===== src/rtl/pt_pkg.sv =====
package pt_pkg;
  localparam int NUM_LAYERS  = 8;
  localparam int QUAD_LAYERS = 4;
  localparam int NUM_REGIONS = 3;
  localparam int MAJORITY    = 3;
endpackage


===== src/rtl/pt_quad_majority.sv =====
module pt_quad_majority
  import pt_pkg::*;
(
  input  logic [QUAD_LAYERS-1:0] votes,
  output logic                   passed
);
  logic [2:0] tally;

  always_comb begin
    tally = '0;
    for (int i = 0; i < QUAD_LAYERS; i++) tally = tally + 3'(votes[i]);
    passed = (tally >= 3'(MAJORITY));
  end
endmodule


===== src/rtl/pt_tower_grid.sv =====
module pt_tower_grid
  import pt_pkg::*;
#(
  parameter int ETA_PADS = 6,
  parameter int PHI_PADS = 2,
  localparam int LAYER_PADS = ETA_PADS * PHI_PADS,
  localparam int ETA_TOWERS = 2 * ETA_PADS
) (
  input  logic [NUM_LAYERS*LAYER_PADS-1:0] pad_hits,
  input  logic [NUM_LAYERS-1:0]            layer_dead,
  output logic [ETA_TOWERS*PHI_PADS-1:0]   tower_fire
);
  // tower_fire index = eta_tower * PHI_PADS + phi : lowest index = lowest band first
  for (genvar ph = 0; ph < PHI_PADS; ph++) begin : g_phi
    for (genvar t = 0; t < ETA_TOWERS; t++) begin : g_eta
      logic [NUM_LAYERS-1:0] lanes;
      logic                  quad_a_ok, quad_b_ok;

      for (genvar l = 0; l < NUM_LAYERS; l++) begin : g_lay
        if (l % 2 == 0) begin : g_even
          assign lanes[l] = pad_hits[l*LAYER_PADS + ph*ETA_PADS + (t >> 1)] | layer_dead[l];
        end else if (t == 0) begin : g_edge
          assign lanes[l] = layer_dead[l];
        end else begin : g_odd
          assign lanes[l] = pad_hits[l*LAYER_PADS + ph*ETA_PADS + ((t - 1) >> 1)] | layer_dead[l];
        end
      end

      pt_quad_majority u_quad_a (
        .votes  (lanes[QUAD_LAYERS-1:0]),
        .passed (quad_a_ok)
      );
      pt_quad_majority u_quad_b (
        .votes  (lanes[NUM_LAYERS-1:QUAD_LAYERS]),
        .passed (quad_b_ok)
      );

      assign tower_fire[t*PHI_PADS + ph] = quad_a_ok & quad_b_ok;
    end
  end
endmodule


===== src/rtl/pt_region_picker.sv =====
module pt_region_picker #(
  parameter int REG_IDX    = 0,
  parameter int REG_TOWERS = 4,
  parameter int PHI_PADS   = 2,
  parameter int BAND_W     = 4,
  parameter int PHI_W      = 1,
  parameter int BCID_W     = 12,
  localparam int CANDS = REG_TOWERS * PHI_PADS,
  localparam int SEL_W = (CANDS > 1) ? $clog2(CANDS) : 1,
  localparam int BASE  = REG_IDX * REG_TOWERS
) (
  input  logic              clk,
  input  logic              rst,
  input  logic [CANDS-1:0]  fire,
  input  logic [BCID_W-1:0] bcid_in,
  output logic              valid_o,
  output logic [BAND_W-1:0] band_o,
  output logic [PHI_W-1:0]  phi_o,
  output logic [BCID_W-1:0] bcid_o
);
  logic             found;
  logic [SEL_W-1:0] sel;

  always_comb begin
    found = 1'b0;
    sel   = '0;
    for (int i = CANDS - 1; i >= 0; i--) begin
      if (fire[i]) begin
        found = 1'b1;
        sel   = SEL_W'(i);
      end
    end
  end

  always_ff @(posedge clk) begin
    if (rst || !found) begin
      valid_o <= 1'b0;
      band_o  <= '0;
      phi_o   <= '0;
      bcid_o  <= '0;
    end else begin
      valid_o <= 1'b1;
      band_o  <= BAND_W'(BASE) + BAND_W'(int'(sel) / PHI_PADS);
      phi_o   <= PHI_W'(int'(sel) % PHI_PADS);
      bcid_o  <= bcid_in;
    end
  end

  // Candidate index rebuilt from the registered outputs, for the checks below
  int               out_sel;
  logic [CANDS-1:0] below_mask;
  always_comb begin
    out_sel    = (int'(band_o) - BASE) * PHI_PADS + int'(phi_o);
    below_mask = '0;
    for (int i = 0; i < CANDS; i++) if (i < out_sel) below_mask[i] = 1'b1;
  end

  assert_idle_zero_R10: assert property (@(posedge clk) disable iff (rst)
    !valid_o |-> (band_o == '0 && phi_o == '0 && bcid_o == '0));

  assert_band_in_region_R5: assert property (@(posedge clk) disable iff (rst)
    valid_o |-> (int'(band_o) >= BASE && int'(band_o) < BASE + REG_TOWERS));

  assert_winner_fired_R6: assert property (@(posedge clk) disable iff (rst)
    valid_o |-> ((($past(fire) >> out_sel) & CANDS'(1)) != '0));

  assert_no_lower_fired_R6: assert property (@(posedge clk) disable iff (rst)
    valid_o |-> (($past(fire) & below_mask) == '0));
endmodule


===== src/rtl/pad_tower_band_select.sv =====
module pad_tower_band_select
  import pt_pkg::*;
#(
  parameter int ETA_PADS = 6,
  parameter int PHI_PADS = 2,
  parameter int BCID_W   = 12,
  localparam int LAYER_PADS = ETA_PADS * PHI_PADS,
  localparam int ETA_TOWERS = 2 * ETA_PADS,
  localparam int REG_TOWERS = ETA_TOWERS / NUM_REGIONS,
  localparam int BAND_W     = $clog2(ETA_TOWERS),
  localparam int PHI_W      = (PHI_PADS > 1) ? $clog2(PHI_PADS) : 1,
  localparam int TOWERS     = ETA_TOWERS * PHI_PADS
) (
  input  logic                          clk,
  input  logic                          rst,
  input  logic [NUM_LAYERS*LAYER_PADS-1:0] pad_hits,
  input  logic [BCID_W-1:0]             bcid,
  input  logic [NUM_LAYERS-1:0]         layer_dead,
  output logic [NUM_REGIONS-1:0]        out_valid,
  output logic [NUM_REGIONS*BAND_W-1:0] out_band,
  output logic [NUM_REGIONS*PHI_W-1:0]  out_phi,
  output logic [NUM_REGIONS*BCID_W-1:0] out_bcid
);
  logic [TOWERS-1:0] fire_now;
  logic [TOWERS-1:0] fire_q;
  logic [BCID_W-1:0] bcid_q;

  pt_tower_grid #(
    .ETA_PADS (ETA_PADS),
    .PHI_PADS (PHI_PADS)
  ) u_grid (
    .pad_hits   (pad_hits),
    .layer_dead (layer_dead),
    .tower_fire (fire_now)
  );

  // Stage 1: coincidence map and crossing tag
  always_ff @(posedge clk) begin
    if (rst) begin
      fire_q <= '0;
      bcid_q <= '0;
    end else begin
      fire_q <= fire_now;
      bcid_q <= bcid;
    end
  end

  // Stage 2: one registered picker per radial region
  for (genvar r = 0; r < NUM_REGIONS; r++) begin : g_region
    pt_region_picker #(
      .REG_IDX    (r),
      .REG_TOWERS (REG_TOWERS),
      .PHI_PADS   (PHI_PADS),
      .BAND_W     (BAND_W),
      .PHI_W      (PHI_W),
      .BCID_W     (BCID_W)
    ) u_pick (
      .clk     (clk),
      .rst     (rst),
      .fire    (fire_q[r*REG_TOWERS*PHI_PADS +: REG_TOWERS*PHI_PADS]),
      .bcid_in (bcid_q),
      .valid_o (out_valid[r]),
      .band_o  (out_band[r*BAND_W +: BAND_W]),
      .phi_o   (out_phi[r*PHI_W +: PHI_W]),
      .bcid_o  (out_bcid[r*BCID_W +: BCID_W])
    );

    assert_bcid_tag_R8: assert property (@(posedge clk) disable iff (rst)
      out_valid[r] |-> (out_bcid[r*BCID_W +: BCID_W] == $past(bcid, 2)));
  end

  assert_reset_clears_R11: assert property (@(posedge clk)
    $past(rst) |-> (out_valid == '0 && out_band == '0 && out_phi == '0 && out_bcid == '0));

  assert_latency_source_R9: assert property (@(posedge clk) disable iff (rst)
    (out_valid != '0) |-> ($past(pad_hits, 2) != '0 || $past(layer_dead, 2) != '0));
endmodule


===== config.mk =====
export PLATFORM = sky130hd
export DESIGN_NAME = pad_tower_band_select
export DESIGN_NICKNAME = d
export VERILOG_FILES = /design/src/rtl/pt_pkg.sv /design/src/rtl/pt_quad_majority.sv /design/src/rtl/pt_tower_grid.sv /design/src/rtl/pt_region_picker.sv /design/src/rtl/pad_tower_band_select.sv
export SDC_FILE = /design/constraint.sdc
export NUM_CORES = 1
export LEC_CHECK = 0
export CAP_MARGIN = 30
export CORE_ASPECT_RATIO = 0.9
export CORE_MARGIN = 5
export CORE_UTILIZATION = 51
export CTS_BUF_LIST = sky130_fd_sc_hd__clkbuf_2
export DETAILED_ROUTE_END_ITERATION = 8
export GPL_ROUTABILITY_DRIVEN = 0
export PLACE_DENSITY_LB_ADDON = 0.25
export SLEW_MARGIN = 5
export SYNTH_ARGS = -nofsm -noshare
export SYNTH_HDL_FRONTEND = slang
export SYNTH_SLANG_ARGS = --single-unit
export TNS_END_PERCENT = 50

===== constraint.sdc =====
create_clock -name clk -period 6.44 [get_ports clk]
set_clock_uncertainty 0.1 [all_clocks]
set_input_delay 1.288 -clock clk [delete_from_list [all_inputs] [get_ports clk]]
set_output_delay 1.288 -clock clk [all_outputs]
set_load 0.005 [all_outputs]

; Yosys cells after proc, flatten, opt, wreduce, memory -nomap -nowiden
; Cells that the tools add are included.
[classes]
n_reduce_logical = 11
n_addsub = 146
n_lt_le_gt_ge = 48
muxes = 50
n_bitwise = 120
[op_table]
columns = operator, n
row1 = adder 2 x 1 -> 3 bit, 48
row2 = adder 3 x 1 -> 3 bit, 48
row3 = greater-or-equal comparator 3 x 2 -> 1 bit (second input constant), 48
row4 = adder 1 x 1 -> 2 bit, 48
row5 = OR 1 bit, 96
row6 = 2-to-1 mux 3 bit, 23
row7 = 2-to-1 mux 1 bit, 27
row8 = bitwise AND 1 bit, 24
row9 = OR reduction 2 bit, 3
row10 = OR reduction 5 bit, 1
row11 = adder 3 x 2 -> 4 bit (first input constant), 1
row12 = adder 4 x 3 -> 4 bit (first input constant), 1
row13 = zero test 1 bit, 3
row14 = logical OR 1 bit, 3
row15 = OR reduction 3 bit, 1
[word_totals]
output_inout_bits = 54
reg_bits = 90
elab_cells = 391

; Logic depth before layout (Yosys ltp)
[depth]
depth_word = 11
ltp_mapped = 9
mapped_depth_nobuf = 8

; Cells and area by module
; A second synthesis with hierarchy kept.
[unflattened]
hier_cells = 775
hier_area_um2 = 6945.4
[by_module_without_submodules]
columns = module, cells_each, seq_area_each_um2, instances, area_per_inst_um2
row1 = pt_quad_majority, 9, 0.0, 48, 71.3
row2 = pt_region_picker (g_region[1].u_pick ...), 47, 340.3, 2, 568.0
row3 = pad_tower_band_select, 75, 720.7, 1, 994.7
row4 = pt_tower_grid, 128, 0.0, 1, 840.8
row5 = pt_region_picker (g_region[0].u_pick), 46, 320.3, 1, 550.5

; Worst setup path after synthesis
; OpenSTA, ideal clock, no wires.
[synth_path]
path_type = input to register
start = input layer_dead[7]
end = register fire_q[22]
setup_slack_ps = 3144
required_time_ps = 6249
path_buffers = 1
setup_ps = 91
cell_stages = 9
arrival_time_ps = 3105
path_cell_list = clkbuf_1 -> or2_2 -> ha_1 -> xor2_1 -> nor2_1 -> ha_1 -> nand2_1 -> or2_2 -> a311oi_1
[synth_via]
elab_chain_cells = 4
[synth_rtl]
columns = element, line_no
row1 = "start, declared", pad_tower_band_select.sv:18  ; input logic [NUM_LAYERS-1:0] layer_dead,
row2 = OR 1 bit, pt_tower_grid.sv:25  ; assign lanes[l] = pad_hits[l*LAYER_PADS + ph*ETA_PADS + ((t - 1) >> 1)] | layer_dead[l];
row3 = adder 3 x 1 -> 3 bit, pt_quad_majority.sv:11  ; for (int i = 0; i < QUAD_LAYERS; i++) tally = tally + 3'(votes[i]);
row4 = greater-or-equal comparator 3 x 2 -> 1 bit, pt_quad_majority.sv:12  ; passed = (tally >= 3'(MAJORITY));
row5 = bitwise AND 1 bit, pt_tower_grid.sv:38  ; assign tower_fire[t*PHI_PADS + ph] = quad_a_ok & quad_b_ok;
row6 = "end signal, assigned", pad_tower_band_select.sv:43  ; fire_q <= fire_now;
row7 = "end, declared", pad_tower_band_select.sv:25  ; logic [TOWERS-1:0] fire_q;
; Every way passes these cells.
; A chain may end at the register's enable or synchronous reset.

; Worst setup path after layout
[layout_path]
start = input layer_dead[5]
end = register fire_q[22]
[layout_via]
elab_chain_cells = 6
[layout_rtl]
columns = element, line_no
row1 = OR 1 bit, pt_tower_grid.sv:25
row2 = adder 1 x 1 -> 2 bit, pt_quad_majority.sv:11
row3 = adder 2 x 1 -> 3 bit, pt_quad_majority.sv:11
row4 = adder 3 x 1 -> 3 bit, pt_quad_majority.sv:11
row5 = greater-or-equal comparator 3 x 2 -> 1 bit, pt_quad_majority.sv:12
row6 = bitwise AND 1 bit, pt_tower_grid.sv:38
; Every way passes these cells.

==> results.yml <==
clock_network:
  htreeDepth: 3
  ctsLongestPathBuffers: 2
  cts_setup_buffers: 0
  clk_pin_slew_worst_paths_ps: 280
  cts_root_buffer: "clkbuf_2"
  cts_resized: 0
  hold_buffers: 0
  cts_sinks: 86
  clock_latency_ps: 570
  numCtsBuffers: 9
  cts_tree: "done"
place:
  place_inst: 996
  post-dp-hpwl_um: 11800
  port-buffer-count: 167
  dp_slack_ps: 2170
timing:
  hold_viol: 0
  tns_ps: 0
  rsz0062_at_grt: "no"
  fmax_mhz: 272
  fin_crit_sh_pct: 57.1
  final.setup.worst_slack_ps: 2760
  finalMaxSlewViolations: 0
  holdWs_ps: 361
  worstMarginPinSlew_ps: 922
  period_needed_ps: 3680
  relSlewSlack_pct: 38.2
  setup_viol: 0
power:
  switching_share_pct: 35.2
  ir_worst_vdd_mv: 0.0942
  powerDensity_mw_per_mm2: 198
  intPower_uw: 1020
  power_leakage_uw: 0.00344
  p_total_uw: 1570
  power_switching_uw: 552
  comb_power_share_pct: 42.6
  pwr-share-seq_pct: 39.9
  p_clk_share_pct: 17.5
synth:
  async_flop_share_pct: 0
  seq_area_frac_synth_pct: 28.5
  netlist_area_mm2: 0.00605
  synth.distinct_cells: 35
  synth_warnings: 0
  syn_avg_cell_area_um2: 8.69
  synth_edf_count: 0
  synth_cells: 696
  yosys.area.top_type_share_pct: 28.5
  synth_area_leader_cell: "dfxtp_1"
  synth.ff_latch_count: 86
  synth_area_leaders: "dfxtp_1 28%, ha_1 21%, nor2_1 7.8%"
  ys.flop_type: "dfxtp_1"
routing:
  wire_per_inst_um: 14.2
  avgViaCountPerCell: 5.07
  vias: 5128
  drtPass1Iterations: 4
  remaining_drc_errors: 0
  antenna_left: 0
  routed_wl_um: 14400
  drt_iter0_drc: 238
grt:
  busiest_layer: "met2"
  grt_pass1_wl_um: 24400
  grt_start_max_net_pins: 35
  grtUsageMet3_pct: 4.39
  grt.total_usage_pct: 20.9
  grt.overflow.total: 0
  use_met2_pct: 37.5
  antenna_found_initial: 0
  use_met1_pct: 24.7
  grt_pass1_vias: 5402
hold_path:
  holdCritPathClass: "flop to flop"
layout:
  nFillCells: 941
  diodes: 0
  instances_no_fill: 1012
  drive_gt1_share_pct: 5.37
  final_nets: 1077
  synthToLayoutAreaGrowth_pct: 30.7
setup_path:
  crit_required_ps: 6850
  critPathMaxFanout: 14
  setup.worst_path.end_class: "flop"
  startpoint_type: "primary input"
  crit_type: "primary input to flop"
  cp.arrival_ps: 4090
status:
  outcome: "finished, final reports clean"
floorplanning:
  floorplan.initialDensity_pct: 52.5
  die_w_um: 125
  dieArea_mm2: 0.0141
  core-area_mm2: 0.0115
  io_pins: 172
  die_y_um: 113
  row_count: 37
flow_run:
  drv_cap: 0
kinds of logic (layout without fill, tap and decap cells):
group	after synthesis	after routing	synth area share [%]
XOR/XNOR	77	77	11.4
AO/OA/AOI/OAI	102	102	10.7
adder cells (fa/ha/maj)	108	108	23.1
other	1	4	0.0620
buffers and inverters	70	227	5.38
AND/OR/NAND/NOR	252	252	20.9
flip-flops	86	86	28.5
cell usage after synthesis (13+ instances only):
library cell,number
nor2_1,126
ha_1,102
dfxtp_1,86
a21oi_1,50
nor2b_1,49
o21bai_1,44
inv_1,43
xor2_1,41
xnor2_1,35
nor3_1,29
or2_2,19
nand2b_1,13
final timing paths:
| path | from | endpoint | slack [ps] | cells past startpoint |
|---|---|---|---|---|
| worst min register to register | fire_q[9]$_SDFF_PP0_ | g_region[1].u_pick.band_o[0]$_SDFF_PP0_ | 360 | 1 |
| worst min-delay path | fire_q[9]$_SDFF_PP0_ | g_region[1].u_pick.band_o[0]$_SDFF_PP0_ | 360 | 1 |
| worst max-delay path | layer_dead[5] | fire_q[22]$_SDFF_PP0_ | 2760 | 9 |
| worst max register to register | fire_q[11]$_SDFF_PP0_ | g_region[1].u_pick.bcid_o[8]$_SDFF_PP0_ | 4630 | 3 |
power groups by stage:
stage               sequential (µW)  combinational, µW  clock (µW)
finish                          625                668         275
global route                    634                756         309
CTS                             625                676         283
detailed placement              636                672           0
global placement                634                640           0
floorplan                       634                437           0
layer usage:
layer | vias to the layer above | wire, µm
met3 | 38 | 831
met5 | - | 0
li1 | 2595 | -
met4 | 0 | 420
met2 | 150 | 7180
met1 | 2345 | 5940
layout by cell type, fill, tap and decap left out, types with 19 or more instances in the layout:
cell             instances
clkdlybuf4s50_1        166
nor2_1                 126
ha_1                   102
dfxtp_1                 86
a21oi_1                 50
nor2b_1                 49
o21bai_1                44
inv_1                   43
xor2_1                  41
xnor2_1                 35
nor3_1                  29
or2_2                   19
cell type report:
cell class | instances | area, µm² | area share (%)
clock buffer | 9 | 45.0 | 0.570
clock inverter | 7 | 76.3 | 0.965
inverter | 43 | 161 | 2.04
multi-input combinational | 543 | 4010 | 50.7
sequential | 86 | 1720 | 21.8
timing repair buffer | 168 | 1690 | 21.4
tap | 156 | 195 | 2.47
through the flow:
step	utilization [%]	instance area (µm²)
detailed placement	67.5	7780
global placement	67.3	7760
finish	68.6	7910
CTS	68.6	7910
floorplan	-	6060
global route	68.6	7910
sequential cells by signal, summed over array words and instances (netlist names):
| signal | count |
|---|---|
| bcid_q | 12 |
| fire_q | 24 |
| g_region.u_pick.valid_o | 3 |
| g_region.u_pick.phi_o | 3 |
| g_region.u_pick.band_o | 8 |
| g_region.u_pick.bcid_o | 36 |
worst max-delay path, stage by stage:
cell and delay [ps]:
clkdlybuf4s50_1 800, or2_2 480, ha_1 330, xor2_1 260, nor2_1 80, ha_1 310
nand2_1 40, or2_2 270, a311oi_1 250
Note: power is estimated with default switching activity, not from simulation.
